### src/rtl/word_line_pkg.sv
package word_line_pkg;

    typedef enum logic [2:0] {
        ST_IDLE,
        ST_WRITE,
        ST_WRESP,
        ST_RADDR,
        ST_RDATA
    } xfer_state_t;

    typedef enum logic [1:0] {
        OP_NONE,
        OP_WRITE,
        OP_READ
    } core_op_t;

    localparam logic [1:0] BURST_INCR = 2'b01;
    localparam logic [7:0] LEN_SINGLE = 8'd0;

    // AxSIZE code for a beat of the given number of bytes
    function automatic logic [2:0] size_code(input int unsigned nbytes);
        return 3'($clog2(nbytes));
    endfunction

    // Write takes precedence when both requests arrive together
    function automatic core_op_t pick_op(input logic rd, input logic wr);
        if (wr)      return OP_WRITE;
        else if (rd) return OP_READ;
        else         return OP_NONE;
    endfunction

endpackage

### src/rtl/wl_write_lane.sv
module wl_write_lane #(
    parameter int WORD_W = 32,
    parameter int LINE_W = 256,
    localparam int SLOTS  = LINE_W / WORD_W,
    localparam int SLOT_W = $clog2(SLOTS),
    localparam int WBYTES = WORD_W / 8,
    localparam int STRB_W = LINE_W / 8
) (
    input  logic [WORD_W-1:0] word,
    input  logic [SLOT_W-1:0] slot,
    output logic [LINE_W-1:0] line,
    output logic [STRB_W-1:0] strb
);

    for (genvar s = 0; s < SLOTS; s++) begin : g_slot
        logic hit;
        assign hit = (slot == SLOT_W'(s));
        assign line[s*WORD_W +: WORD_W] = hit ? word : '0;
        assign strb[s*WBYTES +: WBYTES] = {WBYTES{hit}};
    end

endmodule

### src/rtl/wl_read_select.sv
module wl_read_select #(
    parameter int WORD_W = 32,
    parameter int LINE_W = 256,
    localparam int SLOTS  = LINE_W / WORD_W,
    localparam int SLOT_W = $clog2(SLOTS)
) (
    input  logic [LINE_W-1:0] line,
    input  logic [SLOT_W-1:0] slot,
    output logic [WORD_W-1:0] word
);

    logic [WORD_W-1:0] words [SLOTS];

    for (genvar s = 0; s < SLOTS; s++) begin : g_slot
        assign words[s] = line[s*WORD_W +: WORD_W];
    end

    assign word = words[slot];

endmodule

### src/rtl/wl_txn_ctrl.sv
module wl_txn_ctrl
    import word_line_pkg::*;
(
    input  logic clk,
    input  logic rst,
    input  logic rd_req,
    input  logic wr_req,
    input  logic awready,
    input  logic wready,
    input  logic bvalid,
    input  logic arready,
    input  logic rvalid,
    output logic awvalid,
    output logic wvalid,
    output logic bready,
    output logic arvalid,
    output logic rready,
    output logic busy,
    output logic ack,
    output logic take_wr,
    output logic take_rd,
    output logic fin_rd
);

    xfer_state_t state_q;
    logic        aw_pend_q;
    logic        w_pend_q;
    logic        ack_q;
    core_op_t    op;
    logic        aw_left;
    logic        w_left;

    assign op      = (state_q == ST_IDLE) ? pick_op(rd_req, wr_req) : OP_NONE;
    assign take_wr = (op == OP_WRITE);
    assign take_rd = (op == OP_READ);

    assign aw_left = aw_pend_q & ~awready;
    assign w_left  = w_pend_q  & ~wready;

    assign awvalid = aw_pend_q;
    assign wvalid  = w_pend_q;
    assign bready  = (state_q == ST_WRESP);
    assign arvalid = (state_q == ST_RADDR);
    assign rready  = (state_q == ST_RDATA);
    assign busy    = (state_q != ST_IDLE);
    assign ack     = ack_q;
    assign fin_rd  = (state_q == ST_RDATA) & rvalid;

    always_ff @(posedge clk) begin
        if (rst) begin
            state_q   <= ST_IDLE;
            aw_pend_q <= 1'b0;
            w_pend_q  <= 1'b0;
            ack_q     <= 1'b0;
        end else begin
            ack_q <= 1'b0;
            unique case (state_q)
                ST_IDLE: begin
                    if (take_wr) begin
                        state_q   <= ST_WRITE;
                        aw_pend_q <= 1'b1;
                        w_pend_q  <= 1'b1;
                    end else if (take_rd) begin
                        state_q <= ST_RADDR;
                    end
                end
                ST_WRITE: begin
                    aw_pend_q <= aw_left;
                    w_pend_q  <= w_left;
                    if (!aw_left && !w_left) begin
                        state_q <= ST_WRESP;
                    end
                end
                ST_WRESP: begin
                    if (bvalid) begin
                        state_q <= ST_IDLE;
                        ack_q   <= 1'b1;
                    end
                end
                ST_RADDR: begin
                    if (arready) begin
                        state_q <= ST_RDATA;
                    end
                end
                ST_RDATA: begin
                    if (rvalid) begin
                        state_q <= ST_IDLE;
                        ack_q   <= 1'b1;
                    end
                end
                default: begin
                    state_q   <= ST_IDLE;
                    aw_pend_q <= 1'b0;
                    w_pend_q  <= 1'b0;
                end
            endcase
        end
    end

endmodule

### src/rtl/word_line_axi_bridge.sv
module word_line_axi_bridge
    import word_line_pkg::*;
#(
    parameter int CORE_AW = 32,
    parameter int WORD_W  = 32,
    parameter int AXI_AW  = 48,
    parameter int LINE_W  = 256,
    parameter int ID_W    = 4,
    localparam int STRB_W = LINE_W / 8
) (
    input  logic              clk,
    input  logic              rst,
    input  logic              core_rd_req,
    input  logic              core_wr_req,
    input  logic [CORE_AW-1:0] core_addr,
    input  logic [WORD_W-1:0] core_wdata,
    output logic [WORD_W-1:0] core_rdata,
    output logic              core_busy,
    output logic              core_ack,
    output logic [ID_W-1:0]   axi_awid,
    output logic [AXI_AW-1:0] axi_awaddr,
    output logic [7:0]        axi_awlen,
    output logic [2:0]        axi_awsize,
    output logic [1:0]        axi_awburst,
    output logic              axi_awvalid,
    input  logic              axi_awready,
    output logic [LINE_W-1:0] axi_wdata,
    output logic [STRB_W-1:0] axi_wstrb,
    output logic              axi_wlast,
    output logic              axi_wvalid,
    input  logic              axi_wready,
    input  logic              axi_bvalid,
    output logic              axi_bready,
    output logic [ID_W-1:0]   axi_arid,
    output logic [AXI_AW-1:0] axi_araddr,
    output logic [7:0]        axi_arlen,
    output logic [2:0]        axi_arsize,
    output logic [1:0]        axi_arburst,
    output logic              axi_arvalid,
    input  logic              axi_arready,
    input  logic [LINE_W-1:0] axi_rdata,
    input  logic              axi_rvalid,
    output logic              axi_rready
);

    localparam int SLOTS    = LINE_W / WORD_W;
    localparam int SLOT_W   = $clog2(SLOTS);
    localparam int LINE_OFF = $clog2(STRB_W);
    localparam int WORD_OFF = $clog2(WORD_W / 8);
    localparam int PAD_W    = AXI_AW - CORE_AW;
    localparam logic [CORE_AW-1:0] ALIGN_MASK = ~CORE_AW'(STRB_W - 1);
    localparam logic [2:0] BEAT_SIZE = size_code(STRB_W);

    logic              take_wr;
    logic              take_rd;
    logic              fin_rd;
    logic [LINE_W-1:0] lane_line;
    logic [STRB_W-1:0] lane_strb;
    logic [WORD_W-1:0] sel_word;
    logic [SLOT_W-1:0] req_slot;

    logic [CORE_AW-1:0] addr_q;
    logic [LINE_W-1:0]  wline_q;
    logic [STRB_W-1:0]  wstrb_q;
    logic [WORD_W-1:0]  rdata_q;

    assign req_slot = core_addr[LINE_OFF-1:WORD_OFF];

    wl_txn_ctrl u_ctrl (
        .clk     (clk),
        .rst     (rst),
        .rd_req  (core_rd_req),
        .wr_req  (core_wr_req),
        .awready (axi_awready),
        .wready  (axi_wready),
        .bvalid  (axi_bvalid),
        .arready (axi_arready),
        .rvalid  (axi_rvalid),
        .awvalid (axi_awvalid),
        .wvalid  (axi_wvalid),
        .bready  (axi_bready),
        .arvalid (axi_arvalid),
        .rready  (axi_rready),
        .busy    (core_busy),
        .ack     (core_ack),
        .take_wr (take_wr),
        .take_rd (take_rd),
        .fin_rd  (fin_rd)
    );

    wl_write_lane #(
        .WORD_W (WORD_W),
        .LINE_W (LINE_W)
    ) u_wlane (
        .word (core_wdata),
        .slot (req_slot),
        .line (lane_line),
        .strb (lane_strb)
    );

    wl_read_select #(
        .WORD_W (WORD_W),
        .LINE_W (LINE_W)
    ) u_rsel (
        .line (axi_rdata),
        .slot (addr_q[LINE_OFF-1:WORD_OFF]),
        .word (sel_word)
    );

    always_ff @(posedge clk) begin
        if (rst) begin
            addr_q  <= '0;
            wline_q <= '0;
            wstrb_q <= '0;
            rdata_q <= '0;
        end else begin
            if (take_wr || take_rd) begin
                addr_q <= core_addr;
            end
            if (take_wr) begin
                wline_q <= lane_line;
                wstrb_q <= lane_strb;
            end
            if (fin_rd) begin
                rdata_q <= sel_word;
            end
        end
    end

    // Line-aligned, zero-extended address shared by both address channels
    logic [AXI_AW-1:0] line_addr;
    assign line_addr = {{PAD_W{1'b0}}, addr_q & ALIGN_MASK};

    assign axi_awid    = '0;
    assign axi_awaddr  = line_addr;
    assign axi_awlen   = LEN_SINGLE;
    assign axi_awsize  = BEAT_SIZE;
    assign axi_awburst = BURST_INCR;
    assign axi_wdata   = wline_q;
    assign axi_wstrb   = wstrb_q;
    assign axi_wlast   = 1'b1;

    assign axi_arid    = '0;
    assign axi_araddr  = line_addr;
    assign axi_arlen   = LEN_SINGLE;
    assign axi_arsize  = BEAT_SIZE;
    assign axi_arburst = BURST_INCR;

    assign core_rdata  = rdata_q;

endmodule

### config.mk
export PLATFORM = sky130hd
export DESIGN_NAME = word_line_axi_bridge
export DESIGN_NICKNAME = d
export VERILOG_FILES = /design/src/rtl/word_line_pkg.sv /design/src/rtl/wl_write_lane.sv /design/src/rtl/wl_read_select.sv /design/src/rtl/wl_txn_ctrl.sv /design/src/rtl/word_line_axi_bridge.sv
export SDC_FILE = /design/constraint.sdc
export NUM_CORES = 1
export LEC_CHECK = 0
export BUFFER_PORTS_ARGS = -buffer_cell sky130_fd_sc_hd__buf_2
export CAP_MARGIN = 0
export CORE_AREA = 2 2 309 311
export DETAILED_ROUTE_END_ITERATION = 7
export DIE_AREA = 0 0 311 313
export HOLD_SLACK_MARGIN = 0.03
export SKIP_LAST_GASP = 1
export SLEW_MARGIN = 20
export SYNTH_ARGS = -nofsm -noshare
export SYNTH_HDL_FRONTEND = slang
export SYNTH_SLANG_ARGS = --single-unit
### constraint.sdc
create_clock -name clk -period 2.8 [get_ports clk]
set_clock_uncertainty 0.15 [all_clocks]
set_input_delay 0.28 -clock clk [delete_from_list [all_inputs] [get_ports clk]]
set_output_delay 0.28 -clock clk [all_outputs]
set_load 0.05 [all_outputs]
Yosys cells after proc, flatten, opt, wreduce, memory -nomap -nowiden
Cells that the tools add are included.
Storage, ports and cells
  output and inout bits: 458
  register bits after elaboration: 355
  input port bits: 329
  memories kept: 0
  ROM bits: 0
  word-level logic and storage cells: 72
  RAM bits: 0
  latch bits: 0
Cells by class
  $add $sub $neg: 0
  multipliers: 0
  shift operators: 0
  multiplexer cells: 27
  $lt $le $gt $ge: 1
  bitwise gates (word level): 7
  equal/unequal tests: 19
  reductions and logical operators: 10
  div/mod/pow operators: 0
Operators with widths (number)
  $mux 32: 10
  $bmux 32 s3: 1
  $mux 3: 6
  $eq 3x3->1 const B: 5
  $pmux 3 s5: 1
  $eq 3x2->1 const B: 4
  $eq 3x1->1 const B: 2
  $logic_not 3->1: 2
  $mux 2: 3
  $ne 2x2->1 const B: 3
  $pmux 1 s3: 2
  $reduce_and 5->1: 1
  $ge 4x4->1 const B: 1
  $ne 2x1->1 const B: 2
  $not 3->4: 1
  $and 1x1->1: 3
  $mux 1: 3
  $ne 3x3->1 const B: 1
  $not 1->1: 3
  $reduce_bool 3->1: 1
  $reduce_or 3->1: 1
  $eq 2x1->1 const B: 1
  $eq 2x2->1 const B: 1
  $logic_not 1->1: 2
  other kinds (4): 4

Logic depth before layout (Yosys ltp)
  depth in word-level cells: 7
  depth in mapped cells: 10
  depth with buffers taken out: 7

Cells and area by module
A second synthesis with hierarchy kept.
Second synthesis, totals
  cells, all modules: 1850
  area total of the unflattened synthesis: 19670.1 µm²
Modules (own cells, without submodules)
  word_line_axi_bridge: instances 1, area each 13590.5 µm², cells each 1301, seq. area each 7006.7 µm²
  wl_write_lane: instances 1, area each 3592.2 µm², cells each 383, seq. area each 0.0 µm²
  wl_read_select: instances 1, area each 2073.2 µm², cells each 114, seq. area each 0.0 µm²
  wl_txn_ctrl: instances 1, area each 414.1 µm², cells each 52, seq. area each 120.1 µm²

Worst setup path before layout
OpenSTA, ideal clock, no wires.
  kind: reg2reg
  start point: register u_ctrl.state_q[1]
  end point: register u_ctrl.state_q[1]
  data arrival time: 2.184 ns
  path buffers: 1
  period minus slack after synthesis: 2.406 ns
  required time: 2.578 ns
  stages on the path, launching flop included: 6
  path slack: 0.394 ns
  setup time: 0.072 ns
  path through: dfxtp_1 -> buf_6 -> nor3b_1 -> nand2b_1 -> o311ai_1 -> mux2i_1
Between the ends
  elaborated cells between the ends (all ways): 16
  classes of those cells: eq/ne: 11; mux: 3; reduce/logical: 2
RTL lines
  start, declared: RTL line wl_txn_ctrl.sv:25  | xfer_state_t state_q;
  start signal, assigned: RTL line wl_txn_ctrl.sv:51  | state_q <= ST_IDLE;
  start signal, assigned: RTL line wl_txn_ctrl.sv:60  | state_q <= ST_WRITE;
  start signal, assigned: RTL line wl_txn_ctrl.sv:64  | state_q <= ST_RADDR;
  $eq 3x3->1 (*)
  via axi_rready: RTL line word_line_axi_bridge.sv:43  | output logic axi_rready
  $ne 2x2->1 (no source line)
  $reduce_and 5->1 (no source line)
Mark *: on every way through the listed nets, which the timed path passes. The rest lies on a longest branch.
A chain may end at the register's enable or synchronous reset.

Worst setup path in the final report
  start point: register u_ctrl.state_q[2]
  end point: register addr_q[3]
Between the ends
  longest elaborated chain between the ends: 4
  elaborated cells between the ends (all ways): 5
  classes of those cells: eq/ne: 2; mux: 1; reduce/logical: 2
RTL lines
  $logic_not 3->1 (*): RTL line wl_txn_ctrl.sv:33  | assign op = (state_q == ST_IDLE) ? pick_op(rd_req, wr_req) : OP_NONE;
  $mux 2 (*): RTL line wl_txn_ctrl.sv:33
  $eq 2x1->1 / $eq 2x2->1 (equally long branches): RTL line wl_txn_ctrl.sv:34, wl_txn_ctrl.sv:35
  $logic_or 1x1->1 (*): RTL line word_line_axi_bridge.sv:117  | if (take_wr || take_rd) begin
  end signal, assigned: RTL line word_line_axi_bridge.sv:118  | addr_q <= core_addr;
  end, declared: RTL line word_line_axi_bridge.sv:62  | logic [CORE_AW-1:0] addr_q;
Mark *: on every way between the ends. The rest lies on a longest branch, timed or not.

==> impl_metrics.csv <==
group,metric,value,unit
flow_run,max-cap-violations,0,
global_routing,grt_pass1_vias,12900,
worst_setup_path,crit_family,"buffers and inverters",
timing,setup_viol,0,
layout,postLayoutCoreUtil,22.2,%
timing,tns,0,ps
cts,htreeDepth,2,
global_routing,antenna_found_initial,34,
worst_setup_path,crit_buf_inv,3,
pwr,ir_drop,516,uV
logic_synthesis,ys_types,40,
worst_setup_path,endpoint_kind,"register",
logic_synthesis,synth_ff_type,"dfxtp_1",
global_routing,grt_pass1_wl,95.0,mm
worst_setup_path,regToRegSetupSlack,350,ps
global_routing,overflow,0,
global_routing,use_met1,15.2,%
logic_synthesis,synth_area,0.0146,sq mm
worst_setup_path,arrival,2750,ps
worst_hold_path,hold_path.class,"input pin to register",
status,outcome,"finished, final reports clean",
worst_setup_path,crit_type,"register to register",
timing,finalHoldWorstSlack,120,ps
worst_setup_path,worstSetupStartpoint,"u_ctrl.state_q[2]$_SDFFE_PP0P_",
global_routing,grt.met2_usage,23.4,%
detailed_routing,drcViolationCount,0,
detailed_routing,wl_per_cell,20.2,um
timing,grt_setup_unrepaired,"false",
detailed_routing,via_per_inst,4.00,
floorplanning,placementRows,113,
global_routing,grtUsageMet3,3.76,%
floorplanning,ioPinCount,787,
floorplanning,dieHeight,313,um
cts,cts_tree,"yes",
layout,syn_to_final_growth,43.2,%
timing,fmax,408,MHz
worst_setup_path,cp-endpoint,"addr_q[3]$_SDFFE_PP0P_",
detailed_routing,drt_wl_total,68.7,mm
detailed_routing,dr.pass1.iters,7,
global_routing,grt_max_degree,86,
floorplanning,fp.coreArea,0.0942,sq mm
layout,layout-drive-gt1-share,45.7,%
worst_setup_path,critPathMaxStageDelay,560,ps
worst_setup_path,required,3100,ps
pwr,p_per_area,753,mW/mm^2
global_routing,top_usage_layer,"met2",
placement,place_area,0.0188,sq mm
cts,cts_buffers,41,
worst_setup_path,cp-start-kind,"register",
logic_synthesis,ys_seq_area_share,45.6,%
layout,stdcell_area,0.0209,sq mm
logic_synthesis,synth.top_cell.area_share,45.6,%
cts,post-cts-setup-buffers,0,
logic_synthesis,yosysTopAreaCell,"dfxtp_1",
cts,clockBufferDepth,3,
timing,maxSlewViolCount,0,
placement,portBuffers,707,
logic_synthesis,yosysWarningCount,0,
timing,slew-limit-headroom,56.6,%
timing,hold_viol,0,
cts,clk_latency,560,ps
cts,cts_resized,0,
logic_synthesis,synth.most_common_cell,"nor2_1",
placement,place_congestion,0.850,
worst_setup_path,crit_chain,"nor3_1, buf_4, nand3b_1, ha_2, buf_4, mux2i_1, nor2_1, dlygate4sd3_1",
pwr,leakage,9.31,nW
worst_hold_path,hold_start,"axi_rdata[19]",
layout,fin_nets,2416,
logic_synthesis,synthArstFlopShare,0,%
worst_setup_path,worstReg2RegEnd,"addr_q[3]$_SDFFE_PP0P_",
timing,fin_crit,2450,ps
logic_synthesis,ys_ff_latch,332,
detailed_routing,ant_nets,0,
worst_setup_path,path_common_cell,"buf_4",
worst_setup_path,slowest_stage,"dlygate4sd3_1",
detailed_routing,dr.first_iter.drc_count,785,
logic_synthesis,yosys-top-cells-area,"dfxtp_1 (46%), a22oi_1 (13%), mux4_2 (9.9%)",
worst_setup_path,cp_max_fo,4,
timing,period_share,87.5,%
logic_synthesis,synth-edff-count,0,
placement,dp_hpwl,53.4,mm
worst_setup_path,r2r_cells,8,
cts,clk_pin_slew,60,ps
timing,worst_pin_slew,651,ps
worst_setup_path,rr_startpoint,"u_ctrl.state_q[2]$_SDFFE_PP0P_",
floorplanning,die_area,0.0973,sq mm
logic_synthesis,synthTopCellsByCount,"nor2_1 (333), dfxtp_1 (332), a22oi_1 (256), buf_4 (156), clkbuf_1 (68)",
floorplanning,initial_utilization,15.5,%
global_routing,grt_usage,13.3,%
logic_synthesis,synth_cells,1446,
cts,cts_root_buf,"clkbuf_16",
floorplanning,die_w,311,um
logic_synthesis,synth_area_per_cell,10.1,sq um
cts,cts_sinks,332,
worst_setup_path,cp_num_cells,8,
detailed_routing,num_vias,13600,
-- stage by stage --
| stage | instances | setup WS [ps] | power (mW) |
|---|---|---|---|
| global route | 3392 | 124 | 16.5 |
| CTS | 3381 | 259 | 16.0 |
| global placement | 3239 | 508 | 10.4 |
| detailed placement | 3239 | 500 | 10.4 |
| finish | 3393 | 350 | 15.7 |
| floorplan | 1521 | 394 | 9.20 |
-- per-layer routing --
| layer | up-vias | share of wire (%) |
|---|---|---|
| met5 | - | 0.060 |
| met4 | 6 | 3.7 |
| met3 | 134 | 7.6 |
| met2 | 694 | 50 |
| met1 | 6537 | 39 |
| li1 | 6195 | - |
-- how the worst min path moves through the flow --
stage                                   to  slack [ps]  depth (start not counted)
6_report       core_rdata[19]$_SDFFE_PP0P_         120                          4
5_1_grt        core_rdata[19]$_SDFFE_PP0P_          90                          4
4_1_cts        core_rdata[19]$_SDFFE_PP0P_          70                          4
3_5_place_dp    u_ctrl.wvalid$_SDFFE_PP0P_         330                          2
3_3_place_gp    u_ctrl.wvalid$_SDFFE_PP0P_         330                          2
2_1_floorplan        u_ctrl.ack$_SDFF_PP0_         270                          2
-- cells by family after synthesis --
logic type / share of synthesized area, %
mux: 12.1
other cells: 0.0515
compound gates: 16.8
buf+inv: 13.4
fa+ha+maj: 0.0857
simple gates: 12.0
flops: 45.6
-- placed cells by master (no fill, tap or decap), types with 32 or more instances in the layout --
cell type and count:
buf_2 706, dfxtp_1 330, nor2_1 328, a22oi_1 256, conb_1 77, dlygate4sd3_1 69, mux4_2 64, clkbuf_16 41
buf_4 33, mux2i_1 32
-- power breakdown --
group	total (mW)	switching, mW	internal (mW)
clock network	5.37	2.22	3.16
logic	5.15	3.48	1.67
registers	5.20	0.222	4.98
total	15.7	5.92	9.81
-- registers in the layout, indices dropped and copies added, names as in the netlist --
signal	count
u_ctrl.state_q	3
addr_q	30
axi_wstrb	8
u_ctrl.awvalid	1
u_ctrl.wvalid	1
axi_wdata	256
u_ctrl.ack	1
core_rdata	32
-- layout make-up --
class / instances / area, sq um
Clock buffer: 54 / 1130
Tap cell: 1265 / 1580
Clock inverter: 19 / 210
Multi-Input combinational cell: 876 / 6330
Sequential cell: 332 / 6650
Timing Repair Buffer: 831 / 4930
Inverter: 4 / 22.5
Fill cell: 10300 / 73300
Antenna cell: 12 / 30.0
-- timing repair --
item	in CTS	in global routing
hold buffers	69	0
hold endpoints to repair	289	0
endpoints found under the setup margin	0	0
-- worst min-delay path: stages --
cell and delay [ps]:
buf_2 70, mux4_2 230, o22ai_2 70, nor3_2 130
(Power assumes the default switching activity.)
